`src/rtl/irc_pkg.sv`:
```
package irc_pkg;

  // Register word indices; control is fixed at 0 because software pokes it bitwise.
  localparam logic [2:0] RIX_CTRL  = 3'd0;
  localparam logic [2:0] RIX_ADDR  = 3'd1;
  localparam logic [2:0] RIX_COUNT = 3'd2;
  localparam logic [2:0] RIX_INSTR = 3'd3;
  localparam logic [2:0] RIX_ALEN  = 3'd4;
  localparam logic [2:0] RIX_WMARK = 3'd5;
  localparam logic [2:0] RIX_LEVEL = 3'd6;
  localparam logic [2:0] RIX_MODE  = 3'd7;

  // Control bits
  localparam int CB_START  = 0;
  localparam int CB_CANCEL = 1;
  localparam int CB_BUSY   = 2;
  localparam int CB_DONE   = 5;

  // Phase codes on the header stream
  localparam logic [2:0] PH_OPC  = 3'd0;
  localparam logic [2:0] PH_ADR  = 3'd1;
  localparam logic [2:0] PH_MOD  = 3'd2;
  localparam logic [2:0] PH_DMY  = 3'd3;
  localparam logic [2:0] PH_DAT  = 3'd4;
  localparam logic [2:0] PH_IDLE = 3'd5;

  typedef enum logic [2:0] {
    S_IDLE, S_OPC, S_ADR, S_MOD, S_DMY, S_DAT
  } seq_st_e;

  typedef struct packed {
    logic [31:0] addr;
    logic [31:0] count;
    logic [7:0]  opcode;
    logic [1:0]  ilane;
    logic [1:0]  alane;
    logic [1:0]  dlane;
    logic        mode_en;
    logic [4:0]  dummy;
    logic [1:0]  alen;
    logic [7:0]  mode;
  } xfer_cfg_t;

endpackage

```
`src/rtl/irc_regs.sv`:
```
module irc_regs
  import irc_pkg::*;
#(
  parameter int LEVEL_W = 4
) (
  input  logic               clk,
  input  logic               rst_n,
  input  logic               reg_we,
  input  logic [2:0]         reg_addr,
  input  logic [31:0]        reg_wdata,
  output logic [31:0]        reg_rdata,
  input  logic               seq_busy,
  input  logic               seq_done,
  input  logic [LEVEL_W-1:0] level,
  output xfer_cfg_t          cfg,
  output logic               start_p,
  output logic               cancel_p,
  output logic               wm_reached
);

  logic        done_q;
  logic [15:0] wmark_q;
  logic        ctrl_wr;
  logic [15:0] level16;

  assign ctrl_wr  = reg_we && (reg_addr == RIX_CTRL);
  assign start_p  = ctrl_wr && reg_wdata[CB_START]  && !seq_busy;
  assign cancel_p = ctrl_wr && reg_wdata[CB_CANCEL] && seq_busy;
  assign level16  = 16'(level);
  assign wm_reached = level16 > wmark_q;

  always_ff @(posedge clk) begin
    if (!rst_n) begin
      cfg     <= '0;
      wmark_q <= '0;
    end else if (reg_we && !seq_busy) begin
      unique case (reg_addr)
        RIX_ADDR:  cfg.addr  <= reg_wdata;
        RIX_COUNT: cfg.count <= reg_wdata;
        RIX_INSTR: begin
          cfg.opcode  <= reg_wdata[7:0];
          cfg.ilane   <= reg_wdata[9:8];
          cfg.alane   <= reg_wdata[13:12];
          cfg.dlane   <= reg_wdata[17:16];
          cfg.mode_en <= reg_wdata[20];
          cfg.dummy   <= reg_wdata[28:24];
        end
        RIX_ALEN:  cfg.alen  <= reg_wdata[1:0];
        RIX_WMARK: wmark_q   <= reg_wdata[15:0];
        RIX_MODE:  cfg.mode  <= reg_wdata[7:0];
        default: ;
      endcase
    end
  end

  // Sticky completion: start clears, completion sets, write-one clears.
  always_ff @(posedge clk) begin
    if (!rst_n)                               done_q <= 1'b0;
    else if (start_p)                         done_q <= 1'b0;
    else if (seq_done)                        done_q <= 1'b1;
    else if (ctrl_wr && reg_wdata[CB_DONE])   done_q <= 1'b0;
  end

  always_comb begin
    reg_rdata = '0;
    unique case (reg_addr)
      RIX_CTRL: begin
        reg_rdata[CB_BUSY] = seq_busy;
        reg_rdata[CB_DONE] = done_q;
      end
      RIX_ADDR:  reg_rdata = cfg.addr;
      RIX_COUNT: reg_rdata = cfg.count;
      RIX_INSTR: begin
        reg_rdata[7:0]   = cfg.opcode;
        reg_rdata[9:8]   = cfg.ilane;
        reg_rdata[13:12] = cfg.alane;
        reg_rdata[17:16] = cfg.dlane;
        reg_rdata[20]    = cfg.mode_en;
        reg_rdata[28:24] = cfg.dummy;
      end
      RIX_ALEN:  reg_rdata[1:0]  = cfg.alen;
      RIX_WMARK: reg_rdata[15:0] = wmark_q;
      RIX_LEVEL: reg_rdata[15:0] = level16;
      RIX_MODE:  reg_rdata[7:0]  = cfg.mode;
      default: ;
    endcase
  end

  assert_done_idle_R8: assert property (@(posedge clk) disable iff (!rst_n)
    done_q |-> !seq_busy);

  assert_cfg_frozen_R10: assert property (@(posedge clk) disable iff (!rst_n)
    seq_busy |=> ($stable(cfg) && $stable(wmark_q)));

endmodule

```
`src/rtl/irc_seq.sv`:
```
module irc_seq
  import irc_pkg::*;
#(
  parameter int CNT_W = 32
) (
  input  logic       clk,
  input  logic       rst_n,
  input  xfer_cfg_t  cfg,
  input  logic       start,
  input  logic       cancel,
  input  logic       fifo_full,
  input  logic       fo_ready,
  input  logic       rx_valid,
  output logic       fo_valid,
  output logic [2:0] fo_phase,
  output logic [1:0] fo_lanes,
  output logic [7:0] fo_byte,
  output logic       rx_ready,
  output logic       rx_take,
  output logic       rx_last,
  output logic       busy,
  output logic       done_p
);

  seq_st_e    state, hdr_next, st_tail, st_post_mod, st_post_adr;
  logic [1:0] cnt;
  logic [CNT_W-1:0] remain;
  logic       beat_acc;

  always_comb begin
    st_tail     = (cfg.count != '0) ? S_DAT : S_IDLE;
    st_post_mod = (cfg.dummy != '0) ? S_DMY : st_tail;
    st_post_adr = cfg.mode_en ? S_MOD : st_post_mod;
    hdr_next    = state;
    unique case (state)
      S_OPC: hdr_next = S_ADR;
      S_ADR: hdr_next = (cnt == 2'd0) ? st_post_adr : S_ADR;
      S_MOD: hdr_next = st_post_mod;
      S_DMY: hdr_next = st_tail;
      default: hdr_next = state;
    endcase
  end

  always_comb begin
    fo_byte  = '0;
    fo_lanes = '0;
    fo_phase = PH_IDLE;
    unique case (state)
      S_OPC: begin fo_phase = PH_OPC; fo_byte = cfg.opcode; fo_lanes = cfg.ilane; end
      S_ADR: begin fo_phase = PH_ADR; fo_byte = cfg.addr[{cnt, 3'b000} +: 8]; fo_lanes = cfg.alane; end
      S_MOD: begin fo_phase = PH_MOD; fo_byte = cfg.mode; fo_lanes = cfg.alane; end
      S_DMY: begin fo_phase = PH_DMY; fo_byte = {3'b000, cfg.dummy}; fo_lanes = cfg.alane; end
      S_DAT: begin fo_phase = PH_DAT; fo_lanes = cfg.dlane; end
      default: ;
    endcase
  end

  assign fo_valid = (state == S_OPC) || (state == S_ADR) || (state == S_MOD) || (state == S_DMY);
  assign busy     = (state != S_IDLE);
  assign beat_acc = fo_valid && fo_ready;
  assign rx_ready = (state == S_DAT) && !fifo_full;
  assign rx_take  = rx_valid && rx_ready;
  assign rx_last  = (remain == CNT_W'(1));
  assign done_p   = !cancel && ((beat_acc && hdr_next == S_IDLE) || (rx_take && rx_last));

  always_ff @(posedge clk) begin
    if (!rst_n) begin
      state  <= S_IDLE;
      cnt    <= '0;
      remain <= '0;
    end else if (cancel) begin
      state <= S_IDLE;
    end else if (start) begin
      state <= S_OPC;
      cnt   <= cfg.alen;
    end else begin
      if (beat_acc) begin
        state <= hdr_next;
        if (state == S_ADR) cnt <= cnt - 2'd1;
        if (hdr_next == S_DAT) remain <= CNT_W'(cfg.count);
      end
      if (rx_take) begin
        remain <= remain - CNT_W'(1);
        if (rx_last) state <= S_IDLE;
      end
    end
  end

  assert_beat_hold_R2: assert property (@(posedge clk) disable iff (!rst_n)
    (fo_valid && !fo_ready && !cancel) |=> (fo_valid && $stable(fo_byte) && $stable(fo_phase)));

  assert_remain_live_R3: assert property (@(posedge clk) disable iff (!rst_n)
    (state == S_DAT) |-> (remain != '0));

  assert_cancel_idle_R9: assert property (@(posedge clk) disable iff (!rst_n)
    cancel |=> !busy);

endmodule

```
`src/rtl/irc_pack.sv`:
```
module irc_pack #(
  parameter int WORD_BYTES = 4,
  localparam int WORD_W = 8 * WORD_BYTES,
  localparam int IDX_W  = (WORD_BYTES > 1) ? $clog2(WORD_BYTES) : 1
) (
  input  logic              clk,
  input  logic              rst_n,
  input  logic              take,
  input  logic [7:0]        in_byte,
  input  logic              last,
  input  logic              flush,
  output logic              push,
  output logic [WORD_W-1:0] push_word
);

  logic [WORD_W-1:0] acc_q;
  logic [IDX_W-1:0]  idx_q;

  always_comb begin
    for (int i = 0; i < WORD_BYTES; i++) begin
      push_word[i*8 +: 8] = (idx_q == IDX_W'(i)) ? in_byte : acc_q[i*8 +: 8];
    end
  end

  assign push = take && !flush && ((idx_q == IDX_W'(WORD_BYTES - 1)) || last);

  always_ff @(posedge clk) begin
    if (!rst_n || flush) begin
      acc_q <= '0;
      idx_q <= '0;
    end else if (take) begin
      if (push) begin
        acc_q <= '0;   // zero so the next tail word is padded
        idx_q <= '0;
      end else begin
        acc_q <= push_word;
        idx_q <= idx_q + IDX_W'(1);
      end
    end
  end

  assert_tail_pushed_R4: assert property (@(posedge clk) disable iff (!rst_n)
    (take && !flush && !push) |=> (idx_q != '0));

endmodule

```
`src/rtl/irc_rxfifo.sv`:
```
module irc_rxfifo #(
  parameter int DEPTH = 8,
  parameter int WIDTH = 32,
  localparam int PTR_W = (DEPTH > 1) ? $clog2(DEPTH) : 1,
  localparam int CNT_W = $clog2(DEPTH + 1)
) (
  input  logic             clk,
  input  logic             rst_n,
  input  logic             flush,
  input  logic             push,
  input  logic [WIDTH-1:0] push_word,
  output logic             rd_valid,
  input  logic             rd_ready,
  output logic [WIDTH-1:0] rd_data,
  output logic             full,
  output logic [CNT_W-1:0] level
);

  logic [WIDTH-1:0] mem [DEPTH];
  logic [PTR_W-1:0] wptr, rptr;
  logic             pop;

  function automatic logic [PTR_W-1:0] bump(input logic [PTR_W-1:0] p);
    return (p == PTR_W'(DEPTH - 1)) ? '0 : p + PTR_W'(1);
  endfunction

  assign rd_valid = (level != '0);
  assign full     = (level == CNT_W'(DEPTH));
  assign rd_data  = mem[rptr];
  assign pop      = rd_valid && rd_ready;

  always_ff @(posedge clk) begin
    if (push && !flush) mem[wptr] <= push_word;
  end

  always_ff @(posedge clk) begin
    if (!rst_n || flush) begin
      wptr  <= '0;
      rptr  <= '0;
      level <= '0;
    end else begin
      if (push) wptr <= bump(wptr);
      if (pop)  rptr <= bump(rptr);
      unique case ({push, pop})
        2'b10:   level <= level + CNT_W'(1);
        2'b01:   level <= level - CNT_W'(1);
        default: ;
      endcase
    end
  end

  assert_no_overflow_R5: assert property (@(posedge clk) disable iff (!rst_n)
    push |-> !full);

  assert_level_bound_R6: assert property (@(posedge clk) disable iff (!rst_n)
    level <= CNT_W'(DEPTH));

  assert_word_hold_R7: assert property (@(posedge clk) disable iff (!rst_n)
    (rd_valid && !rd_ready && !flush) |=> (rd_valid && $stable(rd_data)));

endmodule

```
`src/rtl/indirect_read_ctrl.sv`:
```
module indirect_read_ctrl
  import irc_pkg::*;
#(
  parameter int FIFO_DEPTH = 8,
  parameter int WORD_BYTES = 4,
  localparam int WORD_W  = 8 * WORD_BYTES,
  localparam int LEVEL_W = $clog2(FIFO_DEPTH + 1)
) (
  input  logic              clk,
  input  logic              rst_n,
  input  logic              reg_we,
  input  logic [2:0]        reg_addr,
  input  logic [31:0]       reg_wdata,
  output logic [31:0]       reg_rdata,
  output logic              fl_sel,
  output logic              fo_valid,
  input  logic              fo_ready,
  output logic [2:0]        fo_phase,
  output logic [1:0]        fo_lanes,
  output logic [7:0]        fo_byte,
  input  logic              rx_valid,
  output logic              rx_ready,
  input  logic [7:0]        rx_byte,
  output logic              rd_valid,
  input  logic              rd_ready,
  output logic [WORD_W-1:0] rd_data,
  output logic              wm_reached
);

  xfer_cfg_t          cfg;
  logic               start_p, cancel_p, seq_busy, seq_done;
  logic               rx_take, rx_last, fifo_full, push;
  logic [WORD_W-1:0]  push_word;
  logic [LEVEL_W-1:0] level;

  assign fl_sel = seq_busy;

  irc_regs #(.LEVEL_W(LEVEL_W)) u_regs (
    .clk, .rst_n, .reg_we, .reg_addr, .reg_wdata, .reg_rdata,
    .seq_busy, .seq_done, .level, .cfg, .start_p, .cancel_p, .wm_reached
  );

  irc_seq #(.CNT_W(32)) u_seq (
    .clk, .rst_n, .cfg, .start(start_p), .cancel(cancel_p), .fifo_full,
    .fo_ready, .rx_valid, .fo_valid, .fo_phase, .fo_lanes, .fo_byte,
    .rx_ready, .rx_take, .rx_last, .busy(seq_busy), .done_p(seq_done)
  );

  irc_pack #(.WORD_BYTES(WORD_BYTES)) u_pack (
    .clk, .rst_n, .take(rx_take), .in_byte(rx_byte), .last(rx_last),
    .flush(cancel_p), .push, .push_word
  );

  irc_rxfifo #(.DEPTH(FIFO_DEPTH), .WIDTH(WORD_W)) u_fifo (
    .clk, .rst_n, .flush(cancel_p), .push, .push_word,
    .rd_valid, .rd_ready, .rd_data, .full(fifo_full), .level
  );

endmodule

```
`config.mk`:
```
export PLATFORM = sky130hd
export DESIGN_NAME = indirect_read_ctrl
export DESIGN_NICKNAME = d
export VERILOG_FILES = /design/src/rtl/irc_pkg.sv /design/src/rtl/irc_regs.sv /design/src/rtl/irc_seq.sv /design/src/rtl/irc_pack.sv /design/src/rtl/irc_rxfifo.sv /design/src/rtl/indirect_read_ctrl.sv
export SDC_FILE = /design/constraint.sdc
export NUM_CORES = 1
export LEC_CHECK = 0
export BUFFER_PORTS_ARGS = -buffer_cell sky130_fd_sc_hd__buf_2
export CAP_MARGIN = 20
export CELL_PAD_IN_SITES_DETAIL_PLACEMENT = 1
export CELL_PAD_IN_SITES_GLOBAL_PLACEMENT = 1
export CORE_MARGIN = 3
export CORE_UTILIZATION = 50
export DETAILED_ROUTE_END_ITERATION = 10
export PLACE_DENSITY = 0.76
export RECOVER_POWER = 25
export SLEW_MARGIN = 5
export SYNTH_ARGS = -nofsm -noshare
export SYNTH_HDL_FRONTEND = slang
export SYNTH_HIERARCHICAL = 1
export SYNTH_SLANG_ARGS = --single-unit
```
`constraint.sdc`:
```
create_clock -name clk -period 8.6 [get_ports clk]
set_input_delay 0 -clock clk [delete_from_list [all_inputs] [get_ports clk]]
set_output_delay 0 -clock clk [all_outputs]
set_load 0.02 [all_outputs]
```
==> results of run 1 <==
sequential cells by signal, summed over array words and instances, names as in the netlist, named ones only:
| signal | flops |
|---|---|
| u_fifo/level | 4 |
| u_fifo/mem | 256 |
| u_fifo/rptr | 3 |
| u_fifo/wptr | 3 |
| u_pack/acc_q | 32 |
| u_pack/idx_q | 2 |
| u_regs/cfg | 94 |
| u_regs/done_q | 1 |
| u_regs/wmark_q | 16 |
| u_seq/cnt | 2 |
| u_seq/remain | 32 |
| u_seq/state | 3 |
cells by family (layout without fill, tap and decap cells):
logic type	count (synthesis)	after routing	share of synthesized area
mux	293	293	0.203
buf+inv	122	304	0.0343
compound gates	227	227	0.0807
simple gates	398	398	0.0956
fa+ha+maj	18	18	0.0111
flops	451	451	0.573
xor+xnor	4	4	0.00173
repair_timing:
action,in CTS,in global routing
hold endpoints to repair,254,0
hold buffers,43,0
endpoints found under the setup margin,0,0
cell type report:
cell class / count / area share
multi-input combinational: 940 / 0.343
clock inverter: 24 / 0.0134
timing repair buffer: 198 / 0.0574
inverter: 18 / 0.00290
tap: 525 / 0.0282
sequential: 451 / 0.497
clock buffer: 64 / 0.0584
per-stage QoR:
step | hold WS [ps] | cell area [sq um]
CTS | 20.3 | 23300
detailed placement | 286 | 21200
finish | 88.0 | 23300
global placement | 269 | 21100
floorplan | 161 | 20200
global route | 94.3 | 23300
routing by layer:
layer | part of all wire | vias to the layer above
met5 | 0 | -
met3 | 0.050 | 102
met4 | 0.027 | 0
met2 | 0.52 | 496
li1 | - | 6119
met1 | 0.40 | 7149
cell usage after synthesis, drive strengths merged (7+ instances only):
library cell and count:
ha 18, edfxtp 256, buf 71, nor4 22
nand3 11, a22oi 29, a221oi 9, mux4 73
o22ai 18, nand3b 7, o21ai 40, a21oi 37
nand2 209, a211oi 8, mux2 90, a31oi 7
inv 18, nor2 67, nor3 16, nand4 7
dfxtp 195, a32o 38, or3 14, mux2i 130
nor2b 13, clkbuf 33
report_power, final:
group | switching [mW] | total [mW] | internal, mW | leakage (nW)
registers | 0.0191 | 2.29 | 2.27 | 4.35
clock network | 0.904 | 2.20 | 1.30 | 0.824
logic | 0.104 | 0.165 | 0.0603 | 3.90
final timing paths:
path	slack, ps	depth (start not counted)	from	end
worst max-delay path	3760	13	u_seq/state[0]$_SDFF_PP0_	u_fifo/level[2]$_SDFFE_PP0P_
worst max register to register	3760	13	u_seq/state[0]$_SDFF_PP0_	u_fifo/level[2]$_SDFFE_PP0P_
worst min register to register	470	1	u_pack/acc_q[15]$_SDFFE_PP0P_	u_pack/acc_q[15]$_SDFFE_PP0P_
worst min-delay path	90	2	rx_byte[1]	u_fifo/mem[0][25]$_DFFE_PP_
worst register-to-register path, delay by kind of cell (launching register included):
| kind | cells | cell delay, ps |
|---|---|---|
| and+or+nand+nor | 4 | 1450 |
| buffers and inverters | 3 | 1360 |
| DFF | 1 | 900 |
| adders and majority gates | 2 | 520 |
| xor gates and xnor gates | 2 | 280 |
| AOI/OAI and AO/OA | 2 | 280 |
==> run summary, run 1 <==
Layout cells sized above 1: 0.215
Antenna violations before repair: 0
DR vias/cell: 6.25
CP Capture Type: flip-flop
Final Core Density: 0.586
Synthesized instance count: 1513
Period utilisation layout: 0.562
Drt wl/cell: 27.2 um
Most frequent cells in the layout: 256 x edfxtp_1, 206 x nand2_1, 192 x dfxtp_1
Final WL: 60.3 mm
Delay-heaviest family, CP: simple AND/OR/NAND/NOR gates
P_leak: 9.07 nW
CTS sink count: 451
Area of the multi-input gates: 0.00800 sq mm
Clock Path Buffers: 3
Clock skew: 32.4 ps
Status: complete, but fails checks
Core ar.: 0.0398 sq mm
Violated checks: capacitance limit, slew limit
Crit path required time: 9110 ps
# IOs: 131
Fin Setup TNS: 0 ps
Post-Synthesis Cell Area: 0.0202 sq mm
Critical path's slowest cell: dfxtp_1
Clk pin slew, worst setup/hold paths: 60 ps
Number of distinct library cells after synthesis: 81
GR Util All Layers: 0.274
Final setup violation count: 0
Place WS: 3730 ps
Max incr delay on CP: 900 ps
Most common cell after layout, fill and taps aside: edfxtp_1
Grt peak-use layer: met2
Total number of vias: 13866
Peak supply drop: 0.137 mV
Diode count: 0
Worst-Skew Late Latency: 610 ps
Nets@finish: 1723
Cell count after placement: 2085
Crit path DAT: 5350 ps
First-pass GRT wire length: 91.7 mm
Final ANT Viol Nets: 0
YS warnings: 6
H-tree Lvls: 2
Slew HR: -0.156
GR Layer Usage met1: 0.346
Final Power: 4.66 mW
Root buf cell: clkbuf_16
Starting Density: 0.508
Post-CTS Setup Bufs: 0
Least-Margin Pin Slew: 1730 ps
Register area share after synthesis: 0.573
Number of buffers added on ports: 130
Max Freq: 0.207 GHz
Area Overhead vs Synth: 15.4%
Post-DP HPWL: 37.3 mm
Number of remaining DRC errors: 0
Worst setup margin: 3760 ps
Ys async rst share: 0
CTS resizes: 0
Syn_area_per_cell: 13.4 sq um
MaxCap Viol Count: 1
Final Max Tran Viols: 34
Reg area: 0.0116 sq mm
Synth area leaders: edfxtp_1 38%, dfxtp_1 19%, mux2i_1 6.4%, mux4_1 5.2%, mux2_2 5.0%
Number of global-route vias before repair: 14489
Met3 Track Usage GR: 0.0388
CTS Buf Count: 47
Non-filler cells, final: 2220
Yosys top cell by area: edfxtp_1
Die area: 0.0429 sq mm
Hold Path Class: primary input to flip-flop
Share of the synthesized area in the top cell type: 0.380
CP cell instances: and4bb_2 -> nand2_1 -> buf_4 -> inv_2 -> nor3b_1 -> inv_1 -> ha_1 -> xor2_1 -> ha_1 -> a21oi_1 -> xor2_1 -> or3_1 -> a21oi_1
Crit-path max FO: 59
Grt total ovfl: 0
Die span in x: 207 um
Largest net degree at the start of global routing: 73
Syn Nets: 1580
CTS tree: built
Critical path buffer and inverter count: 3
Final GP Congestion: 0.865
Period minus WS final: 4840 ps
PwrDens: 200 mW/mm^2
Drt pass-1 iters: 6
Top_reg_cell synth: edfxtp_1
Critical Path Source Type: flip-flop
Chip height: 207 um
FILL cells: 3903
Met2 Use GR: 0.491
Setup CP Type: flip-flop to flip-flop
EDFF count, synth: 256
Final Hold Viols: 0
RSZ-0062 raised after global routing: false
Synthesis-stage register bit count: 451
Initial drt markers: 1105
# rows: 73
Power figures use the tool's default switching activity.
==> run 2: changes to the inputs <==
Settings changed: CORE_UTILIZATION 50 to 46, PLACE_DENSITY 0.76 to 0.74.
Clock period 8.6 ns to 4 ns, I/O delays scaled along.
==> run summary, run 2 (synthesis gave the netlist of run 1 again) <==
Status: finished, final reports clean (was complete, but fails checks)
Final ANT Viol Nets: 0 (unchanged)
Crit-path max FO: 6 (was 59)
Grt total ovfl: 0 (unchanged)
Met3 WL post-DR: 2.42 mm (was 3.05 mm)
Biggest regs: u_fifo/mem (256), u_regs/cfg (94) (unchanged)
Slew HR: 0.214 (was -0.156)
CTS Buf Count: 47 (unchanged)
MaxCap Viol Count: 0 (was 1)
Routed length on met2: 29.3 mm (was 31.5 mm)
Total number of vias: 13707 (was 13866)
Antenna violations before repair: 2 (was 0)
# rows: 76 (was 73)
GR Util All Layers: 0.246 (was 0.274)
Final Hold Viols: 0 (unchanged)
Clk pin slew, worst setup/hold paths: 60 ps (about the same)
Final WL: 57.6 mm (was 60.3 mm)
Die span in x: 216 um (was 207 um)
RSZ-0062 raised after global routing: false (unchanged)
Clock skew: 16.3 ps (was 32.4 ps)
Crit path DAT: 4260 ps (was 5350 ps)
Crit path required time: 4510 ps (was 9110 ps)
Largest Register: u_fifo/mem (unchanged)
Worst-Skew Late Latency: 590 ps (was 610 ps)
Drt pass-1 iters: 5 (was 6)
Number of buffers added on ports: 130 (unchanged)
Reg2reg path depth: 14 (was 13)
Final GP Congestion: 0.876 (was 0.865)
Drt wl/cell: 25.0 um (was 27.2 um)
Hold Path Class: primary input to flip-flop (unchanged)
CP Launch Point: u_seq/remain[11]$_SDFFE_PN0P_ (was u_seq/state[0]$_SDFF_PP0_)
Peak supply drop: 0.293 mV (was 0.137 mV)
Max Freq: 0.267 GHz (was 0.207 GHz)
Min-delay src: reg_addr[2] (was rx_byte[1])
Area Overhead vs Synth: 15.8% (was 15.4%)
Largest net degree at the start of global routing: 96 (was 73)
Final setup violation count: 0 (unchanged)
Starting Density: 0.467 (was 0.508)
Top Layer Used: met4 (unchanged)
Nets@finish: 1742 (was 1723)
P_leak: 9.07 nW (about the same)
CTS sink count: 451 (unchanged)
Period minus WS final: 3750 ps (was 4840 ps)
Final Max Tran Viols: 0 (was 34)
Fin Setup TNS: 0 ps (unchanged)
First-pass GRT wire length: 88.7 mm (was 91.7 mm)
Core ar.: 0.0433 sq mm (was 0.0398 sq mm)
# IOs: 131 (unchanged)
Post-DP HPWL: 37.6 mm (was 37.3 mm)
DR vias/cell: 5.96 (was 6.25)
Die area: 0.0465 sq mm (was 0.0429 sq mm)
Hold slack final: 87.4 ps (was 88.0 ps)
Max reg flops: 256 (unchanged)
Chip height: 216 um (was 207 um)
Root buf cell: clkbuf_16 (unchanged)
Most common cell after layout, fill and taps aside: edfxtp_1 (unchanged)
FILL cells: 4325 (was 3903)
Number of remaining DRC errors: 0 (unchanged)
CTS tree: built (unchanged)
Period utilisation layout: 0.938 (was 0.562)
Critical Path Source Type: flip-flop (unchanged)
Number of global-route vias before repair: 14551 (was 14489)
H-tree Lvls: 2 (unchanged)
Most frequent cells in the layout: 256 x edfxtp_1, 206 x nand2_1, 192 x dfxtp_1 (unchanged)
Setup CP Type: flip-flop to flip-flop (unchanged)
Met1 wire length: 24.3 mm (was 24.2 mm)
CP Capture Type: flip-flop (unchanged)
Layout cells sized above 1: 0.216 (was 0.215)
Hold depth: 4 (was 2)
Crit Reg-Reg Startpoint: u_seq/remain[11]$_SDFFE_PN0P_ (was u_seq/state[0]$_SDFF_PP0_)
Least-Margin Pin Slew: 1180 ps (was 1730 ps)
Initial drt markers: 924 (was 1105)
PwrDens: 409 mW/mm^2 (was 200 mW/mm^2)
Clock Path Buffers: 3 (unchanged)
## run 2: critical path, cell delays in order, from the launching register on
cell and delay, ps:
dfxtp_1 350, or3_4 420, or3_4 410, or3_4 430, nor4_4 380, nor2_4 70
nor3b_4 200, inv_1 110, ha_2 230, xor2_1 150, ha_1 210, a21oi_1 150
xor2_1 100, or3_1 310, a21oi_1 150
## run 2: what timing repair did
action | CTS | global route
hold buffers | 44 | 0
endpoints found under the setup margin | 0 | 1
setup buffers | 0 | 1
endpoints found under the hold margin | 311 | 0
gates resized for setup | 0 | 1
## run 2: layout make-up
| cell class | count | area, sq um | share of cell area |
|---|---|---|---|
| inverters | 18 | 67.6 | 0.00289 |
| repair buffers | 217 | 1490 | 0.0635 |
| clock buffers | 74 | 1370 | 0.0584 |
| flip-flops and latches | 451 | 11600 | 0.495 |
| well taps | 585 | 732 | 0.0313 |
| multi-input cells | 940 | 8020 | 0.343 |
| clock inverters | 12 | 144 | 0.00614 |
| diodes | 1 | 2.50 | 0.000107 |
## run 2: stage by stage
stage / power (mW) / cell area, sq um / worst slack, ps / instances / util
detailed placement: 5.35 / 21500 / 231 / 2166 / 0.497
floorplan: 5.22 / 20300 / -163 / 1513 / -
global placement: 5.34 / 21500 / 265 / 2166 / 0.497
global route: 9.92 / 23400 / 47.2 / 2298 / 0.541
finish: 9.58 / 23400 / 250 / 2298 / 0.541
CTS: 9.68 / 23400 / 184 / 2296 / 0.542
## run 2: power breakdown
| group | switching (mW) | total (mW) | internal [mW] | leakage [nW] |
|---|---|---|---|---|
| Combinational | 0.233 | 0.368 | 0.134 | 3.99 |
| Sequential | 0.0353 | 4.92 | 4.88 | 4.35 |
| Clock | 1.81 | 4.30 | 2.48 | 0.737 |
| Total | 2.08 | 9.58 | 7.50 | 9.07 |
## run 2: worst paths after layout
| path | to | slack (ps) |
|---|---|---|
| hold / removal | u_regs/done_q$_SDFFE_PP0P_ | 90 |
| setup / recovery | u_fifo/level[2]$_SDFFE_PP0P_ | 250 |
| setup reg to reg | u_fifo/level[2]$_SDFFE_PP0P_ | 250 |
| hold reg to reg | u_pack/acc_q[2]$_SDFFE_PP0P_ | 460 |
## run 2: per-layer routing
metal | up-vias | GRT usage
met2 | 384 | 0.430
li1 | 6163 | -
met3 | 94 | 0.0360
met5 | - | 0
met4 | 0 | 0.0747
met1 | 7066 | 0.317
